[src/rtl/cf_port_pkg.sv]
`timescale 1ns/1ps
package cf_port_pkg;

  localparam int CTRL_RST_BIT = 7;
  localparam int CTRL_WR_BIT  = 6;
  localparam int CTRL_RD_BIT  = 5;

  localparam logic [4:0] SEL_DATA   = 5'h10;
  localparam logic [4:0] SEL_DEVCTL = 5'h0E;

  typedef enum logic [1:0] {
    ST_IDLE,
    ST_SETUP,
    ST_STROBE,
    ST_RISE
  } seq_st_t;

  // Task-file index to the combined chip-select/address field.
  function automatic logic [4:0] sel_code(input logic [3:0] idx);
    if (idx[3]) return SEL_DEVCTL;
    return {2'b10, idx[2:0]};
  endfunction

endpackage

[src/rtl/cf_port_powerup.sv]
`timescale 1ns/1ps
module cf_port_powerup #(
  parameter int RST_LOW_CYC  = 2000000,
  parameter int RST_WAIT_CYC = 4000000
) (
  input  logic clk,
  input  logic rst,
  output logic card_rst_n,
  output logic up_ok
);
  localparam int MAXC  = (RST_LOW_CYC > RST_WAIT_CYC) ? RST_LOW_CYC : RST_WAIT_CYC;
  localparam int CW    = $clog2(MAXC + 1);
  localparam logic [CW-1:0] LOW_END  = CW'(RST_LOW_CYC - 1);
  localparam logic [CW-1:0] WAIT_END = CW'(RST_WAIT_CYC - 1);

  logic [CW-1:0] cnt;

  always_ff @(posedge clk) begin
    if (rst) begin
      cnt        <= '0;
      card_rst_n <= 1'b0;
      up_ok      <= 1'b0;
    end else if (!card_rst_n) begin
      if (cnt == LOW_END) begin
        card_rst_n <= 1'b1;
        cnt        <= '0;
      end else begin
        cnt <= cnt + 1'b1;
      end
    end else if (!up_ok) begin
      if (cnt == WAIT_END) up_ok <= 1'b1;
      else                 cnt   <= cnt + 1'b1;
    end
  end
endmodule

[src/rtl/cf_port_byte_ctr.sv]
`timescale 1ns/1ps
module cf_port_byte_ctr #(
  parameter int BURST_BYTES = 512,
  localparam int IDX_W = $clog2(BURST_BYTES)
) (
  input  logic             clk,
  input  logic             rst,
  input  logic             clear,
  input  logic             step,
  output logic [IDX_W-1:0] idx,
  output logic             last
);
  localparam logic [IDX_W-1:0] LAST_IDX = IDX_W'(BURST_BYTES - 1);

  always_ff @(posedge clk) begin
    if (rst || clear) idx <= '0;
    else if (step)    idx <= idx + 1'b1;
  end

  assign last = (idx == LAST_IDX);
endmodule

[src/rtl/cf_port_strobe_seq.sv]
`timescale 1ns/1ps
module cf_port_strobe_seq
  import cf_port_pkg::*;
#(
  parameter int SETUP_CYC = 3,
  parameter int PULSE_CYC = 3
) (
  input  logic       clk,
  input  logic       rst,
  input  logic       up_ok,
  input  logic       req_valid,
  output logic       req_ready,
  input  logic       req_write,
  input  logic       req_burst,
  input  logic [3:0] req_reg,
  input  logic [7:0] req_wdata,
  input  logic       idx_last,
  output logic       ctr_clear,
  output logic       ctr_step,
  input  logic [7:0] bst_wdata,
  input  logic [7:0] dbus_in,
  output logic       iowr_n,
  output logic       iord_n,
  output logic [4:0] sel,
  output logic [7:0] dbus_out,
  output logic       dbus_oe,
  output logic       done,
  output logic       done_last,
  output logic [7:0] rdata
);
  localparam int MAXC = (SETUP_CYC > PULSE_CYC) ? SETUP_CYC : PULSE_CYC;
  localparam int CW   = $clog2(MAXC + 1);
  localparam logic [CW-1:0] SETUP_END = CW'(SETUP_CYC - 1);
  localparam logic [CW-1:0] PULSE_END = CW'(PULSE_CYC - 1);

  seq_st_t       st;
  logic [CW-1:0] cnt;
  logic          wr_q, bur_q;
  logic [7:0]    wd_q;
  logic          accept;

  assign req_ready = up_ok && (st == ST_IDLE);
  assign accept    = req_valid && req_ready;
  assign ctr_clear = accept;
  assign ctr_step  = (st == ST_RISE) && bur_q && !idx_last;

  always_ff @(posedge clk) begin
    if (rst) begin
      st        <= ST_IDLE;
      cnt       <= '0;
      wr_q      <= 1'b0;
      bur_q     <= 1'b0;
      wd_q      <= '0;
      iowr_n    <= 1'b1;
      iord_n    <= 1'b1;
      sel       <= SEL_DATA;
      dbus_out  <= 8'hFF;
      dbus_oe   <= 1'b0;
      done      <= 1'b0;
      done_last <= 1'b0;
      rdata     <= '0;
    end else begin
      done      <= 1'b0;
      done_last <= 1'b0;
      case (st)
        ST_IDLE: begin
          if (accept) begin
            wr_q  <= req_write;
            bur_q <= req_burst;
            wd_q  <= req_wdata;
            sel   <= req_burst ? SEL_DATA : sel_code(req_reg);
            cnt   <= '0;
            st    <= ST_SETUP;
          end
        end
        ST_SETUP: begin
          // Second select cycle onward: write byte on the bus.
          if (cnt == '0 && wr_q) begin
            dbus_oe  <= 1'b1;
            dbus_out <= bur_q ? bst_wdata : wd_q;
          end
          if (cnt == SETUP_END) begin
            cnt <= '0;
            st  <= ST_STROBE;
            if (wr_q) iowr_n <= 1'b0;
            else      iord_n <= 1'b0;
          end else begin
            cnt <= cnt + 1'b1;
          end
        end
        ST_STROBE: begin
          if (cnt == PULSE_END) begin
            if (!wr_q) rdata <= dbus_in;
            iowr_n <= 1'b1;
            iord_n <= 1'b1;
            cnt    <= '0;
            st     <= ST_RISE;
          end else begin
            cnt <= cnt + 1'b1;
          end
        end
        ST_RISE: begin
          done     <= 1'b1;
          dbus_oe  <= 1'b0;
          dbus_out <= 8'hFF;
          cnt      <= '0;
          if (bur_q && !idx_last) begin
            st <= ST_SETUP;
          end else begin
            done_last <= bur_q;
            st        <= ST_IDLE;
          end
        end
        default: st <= ST_IDLE;
      endcase
    end
  end
endmodule

[src/rtl/cf_taskfile_port.sv]
`timescale 1ns/1ps
module cf_taskfile_port
  import cf_port_pkg::*;
#(
  parameter int SETUP_CYC    = 3,
  parameter int PULSE_CYC    = 3,
  parameter int BURST_BYTES  = 512,
  parameter int RST_LOW_CYC  = 2000000,
  parameter int RST_WAIT_CYC = 4000000,
  localparam int IDX_W = $clog2(BURST_BYTES)
) (
  input  logic             clk,
  input  logic             rst,
  input  logic             req_valid,
  output logic             req_ready,
  input  logic             req_write,
  input  logic             req_burst,
  input  logic [3:0]       req_reg,
  input  logic [7:0]       req_wdata,
  output logic             done,
  output logic             done_last,
  output logic [7:0]       rdata,
  output logic [IDX_W-1:0] bst_idx,
  input  logic [7:0]       bst_wdata,
  output logic [7:0]       ctrl_out,
  output logic [7:0]       dbus_out,
  output logic             dbus_oe,
  input  logic [7:0]       dbus_in
);
  logic       card_rst_n, up_ok;
  logic       ctr_clear, ctr_step, idx_last;
  logic       iowr_n, iord_n;
  logic [4:0] sel;

  cf_port_powerup #(
    .RST_LOW_CYC (RST_LOW_CYC),
    .RST_WAIT_CYC(RST_WAIT_CYC)
  ) pwr_i (
    .clk       (clk),
    .rst       (rst),
    .card_rst_n(card_rst_n),
    .up_ok     (up_ok)
  );

  cf_port_byte_ctr #(
    .BURST_BYTES(BURST_BYTES)
  ) ctr_i (
    .clk  (clk),
    .rst  (rst),
    .clear(ctr_clear),
    .step (ctr_step),
    .idx  (bst_idx),
    .last (idx_last)
  );

  cf_port_strobe_seq #(
    .SETUP_CYC(SETUP_CYC),
    .PULSE_CYC(PULSE_CYC)
  ) seq_i (
    .clk      (clk),
    .rst      (rst),
    .up_ok    (up_ok),
    .req_valid(req_valid),
    .req_ready(req_ready),
    .req_write(req_write),
    .req_burst(req_burst),
    .req_reg  (req_reg),
    .req_wdata(req_wdata),
    .idx_last (idx_last),
    .ctr_clear(ctr_clear),
    .ctr_step (ctr_step),
    .bst_wdata(bst_wdata),
    .dbus_in  (dbus_in),
    .iowr_n   (iowr_n),
    .iord_n   (iord_n),
    .sel      (sel),
    .dbus_out (dbus_out),
    .dbus_oe  (dbus_oe),
    .done     (done),
    .done_last(done_last),
    .rdata    (rdata)
  );

  assign ctrl_out = {card_rst_n, iowr_n, iord_n, sel};
endmodule

[config.mk]
export PLATFORM = sky130hd
export DESIGN_NAME = cf_taskfile_port
export DESIGN_NICKNAME = d
export VERILOG_FILES = /design/src/rtl/cf_port_pkg.sv /design/src/rtl/cf_port_powerup.sv /design/src/rtl/cf_port_byte_ctr.sv /design/src/rtl/cf_port_strobe_seq.sv /design/src/rtl/cf_taskfile_port.sv
export SDC_FILE = /design/constraint.sdc
export NUM_CORES = 1
export LEC_CHECK = 0
export BUFFER_PORTS_ARGS = -buffer_cell sky130_fd_sc_hd__buf_2
export CAP_MARGIN = 0
export CORE_ASPECT_RATIO = 0.8
export CORE_MARGIN = 4
export CORE_UTILIZATION = 45
export CTS_BUF_LIST = sky130_fd_sc_hd__clkbuf_4 sky130_fd_sc_hd__clkbuf_8
export CTS_CLUSTER_DIAMETER = 100
export DETAILED_ROUTE_END_ITERATION = 8
export PLACE_DENSITY = 0.68
export SYNTH_ARGS = -nofsm -noshare
export SYNTH_HDL_FRONTEND = slang
export SYNTH_SLANG_ARGS = --single-unit
[constraint.sdc]
create_clock -name clk -period 2.5 [get_ports clk]
set_clock_uncertainty 0.05 [all_clocks]
set_input_delay 0 -clock clk [delete_from_list [all_inputs] [get_ports clk]]
set_output_delay 0 -clock clk [all_outputs]
set_load 0.01 [all_outputs]
# After elaboration in Yosys (flattened, before gate mapping)
# Cells that the tools add are included.
dict set report op_classes {
  addsub 3
  n_eq_ne 15
  muxes 36
  n_bitwise 2
  n_reduce_logical 21
}
# cell n
set op_table {}
lappend op_table {{$mux 22} 4}
lappend op_table {{$add 22x1->22 const B} 1}
lappend op_table {{$eq 22x21->1 const B} 1}
lappend op_table {{$eq 22x22->1 const B} 1}
lappend op_table {{$mux 1} 16}
lappend op_table {{$mux 8} 2}
lappend op_table {{$pmux 8 s2} 1}
lappend op_table {{$mux 5} 3}
lappend op_table {{$mux 2} 5}
lappend op_table {{$add 9x1->9 const B} 1}
lappend op_table {{$eq 9x9->1 const B} 1}
lappend op_table {{$ne 2x1->1 const B} 4}
lappend op_table {{$ne 2x2->1 const B} 4}
lappend op_table {{$pmux 2 s4} 1}
lappend op_table {{$reduce_and 4->1} 2}
lappend op_table {{$eq 2x2->1 const B} 3}
lappend op_table {{$logic_and 1x1->1} 6}
lappend op_table {{$pmux 1 s2} 3}
lappend op_table {{$pmux 2 s3} 1}
lappend op_table {{$reduce_and 2->1} 3}
lappend op_table {{$reduce_and 3->1} 2}
lappend op_table {{$logic_not 2->1} 2}
lappend op_table {{$reduce_bool 2->1} 2}
lappend op_table {{$reduce_or 3->1} 1}
lappend op_table {{other kinds (6)} 7}
dict set report totals {
  reg_bits 73
  inputBits 33
  out_inout_bits 37
  elab_cells 94
}

# Logic depth before layout (Yosys ltp)
# Gate-level depths: netlist of run 1.
dict set report logic_depth {
  word_depth 8
  depth_mapped 8
  depth_no_buf 8
}

# Hierarchy
# Synthesis of run 1 repeated with hierarchy kept, for this count alone.
dict set report unflattened {
  hier_cells 382
  hier_area_um2 3354.5
}
# module n_inst cells_per_inst area_per_inst_um2 seq_area_each_um2
set by_module_without_submodules {}
lappend by_module_without_submodules {cf_port_strobe_seq 1 185 1675.4 800.8}
lappend by_module_without_submodules {cf_port_powerup 1 150 1256.2 480.5}
lappend by_module_without_submodules {cf_port_byte_ctr 1 44 400.4 180.2}
lappend by_module_without_submodules {cf_taskfile_port 1 3 22.5 0.0}

# Least setup slack after synthesis of run 1
# OpenSTA, ideal clock, no wires.
dict set report synth_path {
  path_kind {register -> register}
  start {register pwr_i.cnt[0]}
  end {register pwr_i.cnt[18]}
  setup_time_ps 116
  arrival_ps 2031
  required_time_ps 2334
  slack_ps 302
  stages_incl_launch_ff 7
  n_path_buf 0
  period_less_slack_ps 2198
  cell_sequence {dfxtp_1 > ha_1 > nand2_1 > or4_1 > or4_1 > a21o_1 > a31o_2}
}
dict set report synth_via {
  elab_chain_len 4
  elab_cells_between_ends 9
  classes_between {add/sub (1); eq/ne (3); mux (4); reduce/logical (1)}
}
# element line_no
set synth_lines {}
lappend synth_lines {{from (decl)} cf_port_powerup.sv:16} ;# logic [CW-1:0] cnt;
lappend synth_lines {{from (signal assigned)} cf_port_powerup.sv:28} ;# cnt <= cnt + 1'b1;
lappend synth_lines {{from (signal assigned)} cf_port_powerup.sv:32} ;# else cnt <= cnt + 1'b1;
lappend synth_lines {{$add 22x1->22} {cf_port_powerup.sv:28, cf_port_powerup.sv:32}}
lappend synth_lines {{$mux 22} cf_port_powerup.sv:31} ;# if (cnt == WAIT_END) up_ok <= 1'b1;
lappend synth_lines {{$mux 22} cf_port_powerup.sv:30} ;# end else if (!up_ok) begin
lappend synth_lines {{$mux 22} cf_port_powerup.sv:23} ;# end else if (!card_rst_n) begin
# Parallel ways exist; a longest one is shown, timed or not. The select of a mux whose other input is x is not followed.
# A chain may end at the register's enable or synchronous reset.

# Final worst setup path of run 1
# Ends and elaborated chain as after synthesis.

==> results of run 1 <==
==> critical path, cell delays in order, from the launching register on <==
cell and delay [ns]:
dfxtp_1 0.40, ha_2 0.24, nand2_1 0.17, or4_1 0.54
or4_1 0.45, a21o_1 0.21, a31o_2 0.23
==> power by group through the flow <==
stage	Clock, mW	Combinational [mW]	Sequential [mW]
floorplan	0	0.0297	1.20
global placement	0	0.0660	1.20
detailed placement	0	0.0665	1.20
CTS	0.867	0.100	1.17
global route	0.912	0.112	1.17
finish	0.837	0.102	1.17
==> cell usage in the layout, fill, tap and decap left out, types with 11 or more instances in the layout <==
cell            n
o21ai_0        11
dlygate4sd3_1  29
nand3_1        16
buf_4          16
nand2_1        57
mux2i_1        11
dfxtp_1        73
buf_2          69
nor2_1         35
a21oi_1        35
==> routing by layer <==
| layer | vias up | wire length, um |
|---|---|---|
| met1 | 1492 | 4110 |
| met3 | 12 | 568 |
| li1 | 1607 | - |
| met4 | 0 | 159 |
| met2 | 90 | 3910 |
| met5 | - | 0 |
==> cell type report <==
cell class              count  area share [%]
clock inverters             7            1.28
repair buffers            114            17.5
well taps                  87            2.52
inverters                   8           0.696
multi-input cells         290            41.2
flip-flops and latches     73            33.9
clock buffers               9            2.87
==> logic make-up (layout without fill, tap and decap cells) <==
logic type	after synthesis	after routing	share of synthesized area (%)
simple gates	176	176	27.4
compound gates	81	81	14.6
flops	73	73	43.2
buf+inv	26	138	4.36
mux	19	19	5.92
fa+ha+maj	8	8	2.96
xor+xnor	6	6	1.55
==> final timing paths <==
check	startpoint	to	slack, ns	cells after the start
max	pwr_i.cnt[0]	pwr_i.cnt[18]	0.11	6
min	req_reg[2]	seq_i.sel[2]	0.02	5
max reg2reg	pwr_i.cnt[0]	pwr_i.cnt[18]	0.11	6
min reg2reg	seq_i.sel[0]	seq_i.sel[0]	0.41	2
==> sequential cells by signal, summed over array words and instances (netlist names) <==
signal            count
seq_i.st              2
seq_i.cnt             2
seq_i.wr_q            1
seq_i.bur_q           1
pwr_i.card_rst_n      1
seq_i.iowr_n          1
seq_i.done            1
pwr_i.up_ok           1
seq_i.sel             5
seq_i.dbus_oe         1
seq_i.dbus_out        8
pwr_i.cnt            22
seq_i.wd_q            8
seq_i.iord_n          1
seq_i.rdata           8
ctr_i.idx             9
seq_i.done_last       1
==> through the flow <==
step	area [um2]	hold slack (ns)	setup WS (ns)	util, %	instances
2_1_floorplan	3380	0.0860	0.302	-	389
3_3_place_gp	3840	0.183	0.216	54.1	543
3_5_place_dp	3840	0.194	0.143	54.1	543
4_1_cts	4310	0.00758	0.0975	60.8	588
5_1_grt	4310	0.0582	0.00198	60.8	588
6_report	4310	0.0159	0.115	60.8	588
==> timing repair <==
action,in CTS,in global routing
resized for setup,0,1
hold buffers,29,0
hold endpoints to repair,34,0
setup endpoints to repair,0,2
==> results.md, run 1 <==
- Cells after synthesis: 389
- Status: complete, no violations
- Netlist Area Pre-Place: 3380 um2
- Yosys top cell area share: 43.2%
- Die X: 105 um
- Post-CTS setup buffer count: 0
- Syn Area/Cell: 8.70 um2
- Die height: 85.6 um
- Least-Margin Pin Slew: 0.541 ns
- Die area: 8980 um2
- CTS Root Cell: clkbuf_8
- Largest net degree at the start of global routing: 36
- Sequential share of power: 55.5%
- Final HPWL DP: 6070 um
- Final nets: 537
- Gp weighted congestion: 0.946
- Worst vdd ir: 429 uV
- Multi-input gate area: 1780 um2
- Final Max Tran Viols: 0
- Fillers: 636
- Num CTS Buffers: 9
- Switching share of power: 24.6%
- Sequential Area: 1460 um2
- Clk pwr share: 39.7%
- # port buffers: 69
- Worst-path fanout max: 5
- FMAX: 0.419 GHz
- Critical Path AT: 2.57 ns
- Crit path kind: register to register
- Yosys warning count: 0
- Synth Register Bits: 73
- P_sw: 518 uW
- Synthesis-to-layout area growth: 27.4%
- Post-synth EDFFs: 0
- Finish-stage setup viols: 0
- Int Pwr: 1.59 mW
- Met2 GRT Util: 31.0%
- Avg WL per Cell: 14.9 um
- CTS tree: yes
- DRC viols: 0
- Asr flop ratio synth: 0%
- Met1 GRT Util: 26.7%
- Via count: 3,201
- Top-count cell post-synth: dfxtp_1
- Max-slew headroom: 63.9%
- Main synth FF type: dfxtp_1
- Sink Count: 73
- Hold Crit Class: primary input to register
- First-pass GRT wire length: 14,700 um
- Share of cells above drive strength 1: 26.9%
- Sequential share of the synthesized area: 43.2%
- Drt pass-1 iters: 4
- DRT antenna net count: 0
- WL final: 8750 um
- GRT Total Usage: 19.9%
- Fin crit share: 95.4%
- Startpoint types: register
- RSZ-0062 raised after global routing: false
- Post-Syn Nets: 430
- Required time worst endpoint: 2.69 ns
- H-Tree Depth: 3
- Longest Clk Path Bufs: 2
- Clk Latency, worst-skew pair: 0.34 ns
- Initial antenna violation count: 0
- # IOs: 70
- Tmin final: 2.39 ns
- Final Hold Vio Count: 0
- Ant. Diodes: 0
- Clock slew at reported path FFs: 0.08 ns
- Synth unique cells: 51
- Site Rows: 27
- Vias in the first global route: 3,106
- Synth area leaders: dfxtp_1 (43%), nand2_1 (6.3%), a21oi_1 (5.2%)
- Tot Pwr: 2.11 mW
- Crit end category: register
- PD cells: 489 nW/um2
- Yosys top cell by area: dfxtp_1
- Comb pwr share: 4.8%
- Leakage: 1.73 nW
- Starting Density: 47.7%
- Grt total ovfl: 0
- GRT Max-Usage Layer: met2
- Fin Setup TNS: 0 ns
- Commonest cells in the netlist: dfxtp_1 (73), nand2_1 (57), a21oi_1 (35), nor2_1 (35), nand3_1 (16)
- Core ar.: 7090 um2
- Via density: 5.44
- MaxCap Viol Count: 0
- Routing usage on met3: 5.57%
- DRT iter0 DRCs: 168
No activity file was read; power rests on OpenSTA's default activity.
==> run 2: changes to the inputs <==
--- a/config.mk
+++ b/config.mk
@@ -5,6 +5,7 @@
 export SDC_FILE = /design/constraint.sdc
 export NUM_CORES = 1
 export LEC_CHECK = 0
+export ABC_AREA = 1
 export BUFFER_PORTS_ARGS = -buffer_cell sky130_fd_sc_hd__buf_2
 export CAP_MARGIN = 0
 export CORE_ASPECT_RATIO = 0.8
@@ -13,7 +14,7 @@
 export CTS_BUF_LIST = sky130_fd_sc_hd__clkbuf_4 sky130_fd_sc_hd__clkbuf_8
 export CTS_CLUSTER_DIAMETER = 100
 export DETAILED_ROUTE_END_ITERATION = 8
-export PLACE_DENSITY = 0.68
+export PLACE_DENSITY = 0.67
 export SYNTH_ARGS = -nofsm -noshare
 export SYNTH_HDL_FRONTEND = slang
 export SYNTH_SLANG_ARGS = --single-unit
==> results.md, run 2 <==
- Required time worst endpoint: 2.70 ns
- Sink Count: 73
- Hold path startpoint: rst
- Synth unique cells: 35
- Hold Path Cell Cnt: 2
- Leakage: 2.00 nW
- Commonest cells in the netlist: nand2_1 (122), nor2_1 (77), dfxtp_1 (73)
- Worst Hold End: seq_i.sel[2]
- Register-to-Register Path Depth: 9
- Regs by FF count: pwr_i.cnt: 22 flops, ctr_i.idx: 9 flops
- GRT Total Usage: 20.5%
- Synth Area in Simple Gates: 32.6%
- Clk Latency, worst-skew pair: 0.35 ns
- Setup slack, reg-to-reg: 0.18 ns
- H-Tree Depth: 3
- DRT antenna net count: 0
- Ant. Diodes: 0
- Final Hold Vio Count: 0
- # port buffers: 69
- Share of cells above drive strength 1: 16.8%
- Yosys top cell by area: dfxtp_1
- Starting Density: 46.3%
- Synth area leaders: dfxtp_1 (40%), nand2_1 (12%), nor2_1 (7.9%)
- Asr flop ratio synth: 0%
- CTS tree: yes
- DRC viols: 0
- Least-Margin Pin Slew: 0.754 ns
- Main synth FF type: dfxtp_1
- FF-to-FF End: seq_i.sel[4]
- Mux contribution to synthesized area: 0%
- Cell at the slowest stage of the critical path: dlygate4sd3_1
- Clock slew at reported path FFs: 0.08 ns
- FMAX: 0.432 GHz
- Worst-path fanout max: 11
- Finish-stage setup viols: 0
- Netlist Area Pre-Place: 3680 um2
- CTS Root Cell: clkbuf_8
- Drt pass-1 iters: 5
- Crit end category: register
- Fin Setup TNS: 0 ns
- Grt total ovfl: 0
- Fillers: 726
- Site Rows: 29
- Post-synth EDFFs: 0
- Final Max Tran Viols: 0
- Sequential share of the synthesized area: 39.7%
- Status: complete, no violations
- Largest family of logic cells by synthesized area: simple AND/OR/NAND/NOR gates
- Final HPWL DP: 6850 um
- Initial antenna violation count: 0
- Synthesis-to-layout area growth: 26.1%
- Worst vdd ir: 361 uV
- Register name with the most flops: pwr_i.cnt
- Num CTS Buffers: 9
- Via density: 4.99
- Tmin final: 2.32 ns
- RSZ-0062 raised after global routing: false
- Crit path kind: register to register
- Hold Crit Class: primary input to register
- Synth Register Bits: 73
- WL final: 9690 um
- Fin crit share: 92.6%
- CP Depth: 9
- Commonest non-fill, non-tap cells in the layout: nand2_1 (121), nor2_1 (77), dfxtp_1 (73), buf_2 (69), inv_1 (65)
- Via count: 3,741
- Top delay family on crit path: buffers and inverters
- PD cells: 574 nW/um2
- Most used cell, CP: nand2_1
- Longest Clk Path Bufs: 2
- Cells after synthesis: 544
- DRT iter0 DRCs: 284
- First-pass GRT wire length: 15,800 um
- Die height: 88.9 um
- Avg WL per Cell: 12.9 um
- Post-Synth XOR/XNOR Area: 2.14%
- Sequential Area: 1460 um2
- Top-count cell post-synth: nand2_1
- Startpoint types: register
- Worst-path cell chain: inv_1 -> ha_1 -> nand2_1 -> inv_1 -> nand2_1 -> nand2_2 -> o31ai_1 -> dlygate4sd3_1 -> nand2_1
- Commonest non-fill, non-tap cell in the layout: nand2_1
- Gp weighted congestion: 0.927
- Final nets: 678
- Reg2reg start: seq_i.st[0]
- Yosys warning count: 0
- Syn Area/Cell: 6.76 um2
- Post-Syn Nets: 585
- Vias in the first global route: 3,306
- Max reg flops: 22
- Buf+Inv Stages, Crit Path: 3
- Largest net degree at the start of global routing: 26
- Core ar.: 7950 um2
- Critical Path AT: 2.52 ns
- MaxCap Viol Count: 0
- Area share of fa/ha/maj cells after synthesis: 2.72%
- Final core occ: 58.4%
- Die X: 109 um
- Compound-Gate Fraction of Synth Area: 12.6%
- Crit-path max cell delay: 0.61 ns
- Multi-input gate area: 1850 um2
- # IOs: 70
- Die area: 9700 um2
- Yosys top cell area share: 39.7%
- Max-slew headroom: 49.4%
## run 2: cell count changes after synthesis, moves of 8 or more
cell     before  now
inv_1         8   65
mux2_2        8    0
mux2i_1      11    0
nand2_1      57  122
nand3_1      16   43
nor2_1       35   77
o21ai_0      11   38
or3_1         9    0
## run 2: final cells by class
type                       count  share of cell area [%]
clock buffer                  10                    2.97
clock inverter                 6                    2.97
inverter                      69                    5.58
multi-input combinational    382                    39.8
sequential                    73                    31.5
tap                          108                    2.91
timing repair buffer         102                    14.3
## run 2: where the power goes
part / internal [mW] / leakage (nW) / switching [mW]
clock: 0.797 / 0.137 / 0.465
combinational: 0.0933 / 1.27 / 0.110
sequential: 1.18 / 0.589 / 0.0184
total: 2.07 / 2.00 / 0.594
## run 2: logic make-up after synthesis
family,count (synthesis)
simple gates,276
compound gates,89
buf+inv,89
flops,73
xor+xnor,9
fa+ha+maj,8
## run 2: routing by layer
layer	part of all wire [%]	global-route usage, %	vias up	wire (um)
li1	-	-	1926	-
met1	49	29.3	1679	4710
met2	42	30.4	125	4110
met3	7.5	5.40	11	731
met4	1.4	5.50	0	132
met5	0	0	-	0
## run 2: worst max-delay path by stage
stage	startpoint	endpoint	slack [ns]
global placement	ctr_i.idx[0]	ctr_i.idx[7]	0.44
global route	ctr_i.idx[0]	ctr_i.idx[7]	0.01
floorplan	ctr_i.idx[0]	ctr_i.idx[7]	0.52
detailed placement	ctr_i.idx[0]	ctr_i.idx[7]	0.35
CTS	seq_i.st[0]	seq_i.sel[4]	0.1
finish	seq_i.st[0]	seq_i.sel[4]	0.18
## run 2: per-stage QoR
step           instances  power, mW  hold WS, ns  instance area, um2  setup slack (ns)
6_report             750       2.66       0.0145                4640             0.185
2_1_floorplan        544       1.33       0.0756                3680             0.519
3_3_place_gp         706       1.38        0.204                4080             0.441
5_1_grt              750       2.74       0.0164                4640            0.0106
3_5_place_dp         706       1.39        0.211                4080             0.346
4_1_cts              750       2.68      0.00766                4640            0.0991
## run 2: timing repair
action                     in CTS  in global routing
setup buffers                   0                  0
resized for setup               0                  1
hold endpoints to repair       30                  0
hold buffers                   28                  0
setup endpoints to repair       0                  1
==> run 3: changes to the inputs <==
--- a/config.mk
+++ b/config.mk
@@ -8,7 +8,6 @@
 export ABC_AREA = 1
 export BUFFER_PORTS_ARGS = -buffer_cell sky130_fd_sc_hd__buf_2
 export CAP_MARGIN = 0
-export CORE_ASPECT_RATIO = 0.8
 export CORE_MARGIN = 4
 export CORE_UTILIZATION = 45
 export CTS_BUF_LIST = sky130_fd_sc_hd__clkbuf_4 sky130_fd_sc_hd__clkbuf_8
==> results.md, run 3 (synthesized netlist as in run 2, its figures left out) <==
- Num CTS Buffers: 9
- Tot Pwr: 2.26 mW
- Worst hold slack: 0.0310 ns
- Startpoint types: register
- Reg2reg start: ctr_i.idx[0]
- Fin crit share: 87.5%
- Sequential Area: 1460 um2
- Worst vdd ir: 430 uV
- Die X: 98.4 um
- # IOs: 70
- Comb pwr share: 8.8%
- Max reg flops: 22
- WL final: 9730 um
- DRC viols: 0
- Vias in the first global route: 3,552
- Post-CTS setup buffer count: 0
- Commonest non-fill, non-tap cells in the layout: nand2_1 (122), nor2_1 (77), dfxtp_1 (73), buf_2 (69), inv_1 (65)
- Worst-path fanout max: 7
- GRT Total Usage: 20.5%
- Clk pwr share: 38.3%
- Largest net degree at the start of global routing: 30
- Leakage: 1.95 nW
- Final core occ: 57.8%
- Core ar.: 7850 um2
- Grt total ovfl: 0
- Critical Path AT: 2.42 ns
- CTS tree: yes
- Sink Count: 73
- Die height: 98.4 um
- CTS Root Cell: clkbuf_8
- Max-slew headroom: 54.3%
- P_sw: 586 uW
- Synthesis-to-layout area growth: 23.3%
- Hold path startpoint: req_reg[2]
- PD cells: 498 nW/um2
- Longest Clk Path Bufs: 2
- Clock slew at reported path FFs: 0.08 ns
- Final Max Tran Viols: 0
- Avg WL per Cell: 13.1 um
- MaxCap Viol Count: 0
- Gp weighted congestion: 1.00
- Via count: 3,708
- Setup WS pre-CTS: 0.337 ns
- PnR worst setup slack: 0.312 ns
- Initial antenna violation count: 0
- Die area: 9690 um2
- Commonest non-fill, non-tap cell in the layout: nand2_1
- Final HPWL DP: 6870 um
- Final nets: 677
- Status: complete, no violations
- FMAX: 0.457 GHz
- Final Hold Vio Count: 0
- Ant. Diodes: 0
- Crit end category: register
- Clk Latency, worst-skew pair: 0.34 ns
- First-pass GRT wire length: 16,400 um
- Least-Margin Pin Slew: 0.681 ns
- Starting Density: 46.9%
- Crit path from: ctr_i.idx[0]
- Tmin final: 2.19 ns
- Site Rows: 32
- Register name with the most flops: pwr_i.cnt
- Share of cells above drive strength 1: 16.7%
- Fillers: 743
- Crit path kind: register to register
- Int Pwr: 1.67 mW
- Multi-input gate area: 1850 um2
- Finish-stage setup viols: 0
- Sequential share of power: 53.0%
- Hold Crit Class: primary input to register
- Switching share of power: 25.9%
- DRT iter0 DRCs: 151
- Required time worst endpoint: 2.73 ns
- DRT antenna net count: 0
- H-Tree Depth: 3
- Via density: 4.99
- Fin Setup TNS: 0 ns
- Drt pass-1 iters: 4
- Regs by FF count: pwr_i.cnt: 22 flops, ctr_i.idx: 9 flops
- # port buffers: 69
-- run 3: metal layers --
| layer | up-vias | global-route usage, % | wire length [um] |
|---|---|---|---|
| met1 | 1669 | 26.8 | 4370 |
| li1 | 1923 | - | - |
| met2 | 102 | 34.1 | 4730 |
| met3 | 14 | 4.60 | 486 |
| met4 | 0 | 5.57 | 147 |
| met5 | - | 0 | 0 |
-- run 3: critical path, cell delays in order (launching register included) --
cell and delay (ns):
dfxtp_1 0.35, ha_1 0.22, nand2_1 0.11, nor3_2 0.07
and3_1 0.14, ha_1 0.17, inv_1 0.07, nand3_1 0.21
nor2_1 0.24, nand3_1 0.12, nor2_1 0.15, o21ai_0 0.10
a21oi_1 0.11
-- run 3: path summary, 6_finish.rpt --
path                    to  slack [ns]  cells past startpoint
min           seq_i.sel[2]        0.03                      5
min reg2reg  seq_i.wd_q[6]        0.40                      2
max reg2reg   ctr_i.idx[7]        0.31                     12
max           ctr_i.idx[7]        0.31                     12
-- run 3: area by class of cell --
type	instances	share of cell area, %
inverters	69	5.71
multi-input cells	382	40.7
clock inverters	5	0.882
well taps	102	2.81
flip-flops and latches	73	32.2
clock buffers	11	3.20
repair buffers	101	14.4
-- run 3: metrics by stage --
step           cells  instance area [um2]
3_5_place_dp     699                 4070
6_report         743                 4540
5_1_grt          743                 4540
4_1_cts          743                 4530
3_3_place_gp     699                 4070
2_1_floorplan    544                 3680
-- run 3: repair_timing --
item | in CTS | in global routing
endpoints found under the hold margin | 30 | 0
setup endpoints to repair | 0 | 1
resized for setup | 0 | 1
hold buffers | 28 | 0
-- run 3: power by group through the flow --
| stage | clock network [mW] | registers [mW] | logic, mW |
|---|---|---|---|
| after detailed placement | 0 | 1.22 | 0.164 |
| after CTS | 0.892 | 1.20 | 0.198 |
| after global routing | 0.942 | 1.20 | 0.228 |
| final | 0.865 | 1.20 | 0.198 |
| after floorplan | 0 | 1.22 | 0.106 |
| after global placement | 0 | 1.22 | 0.157 |
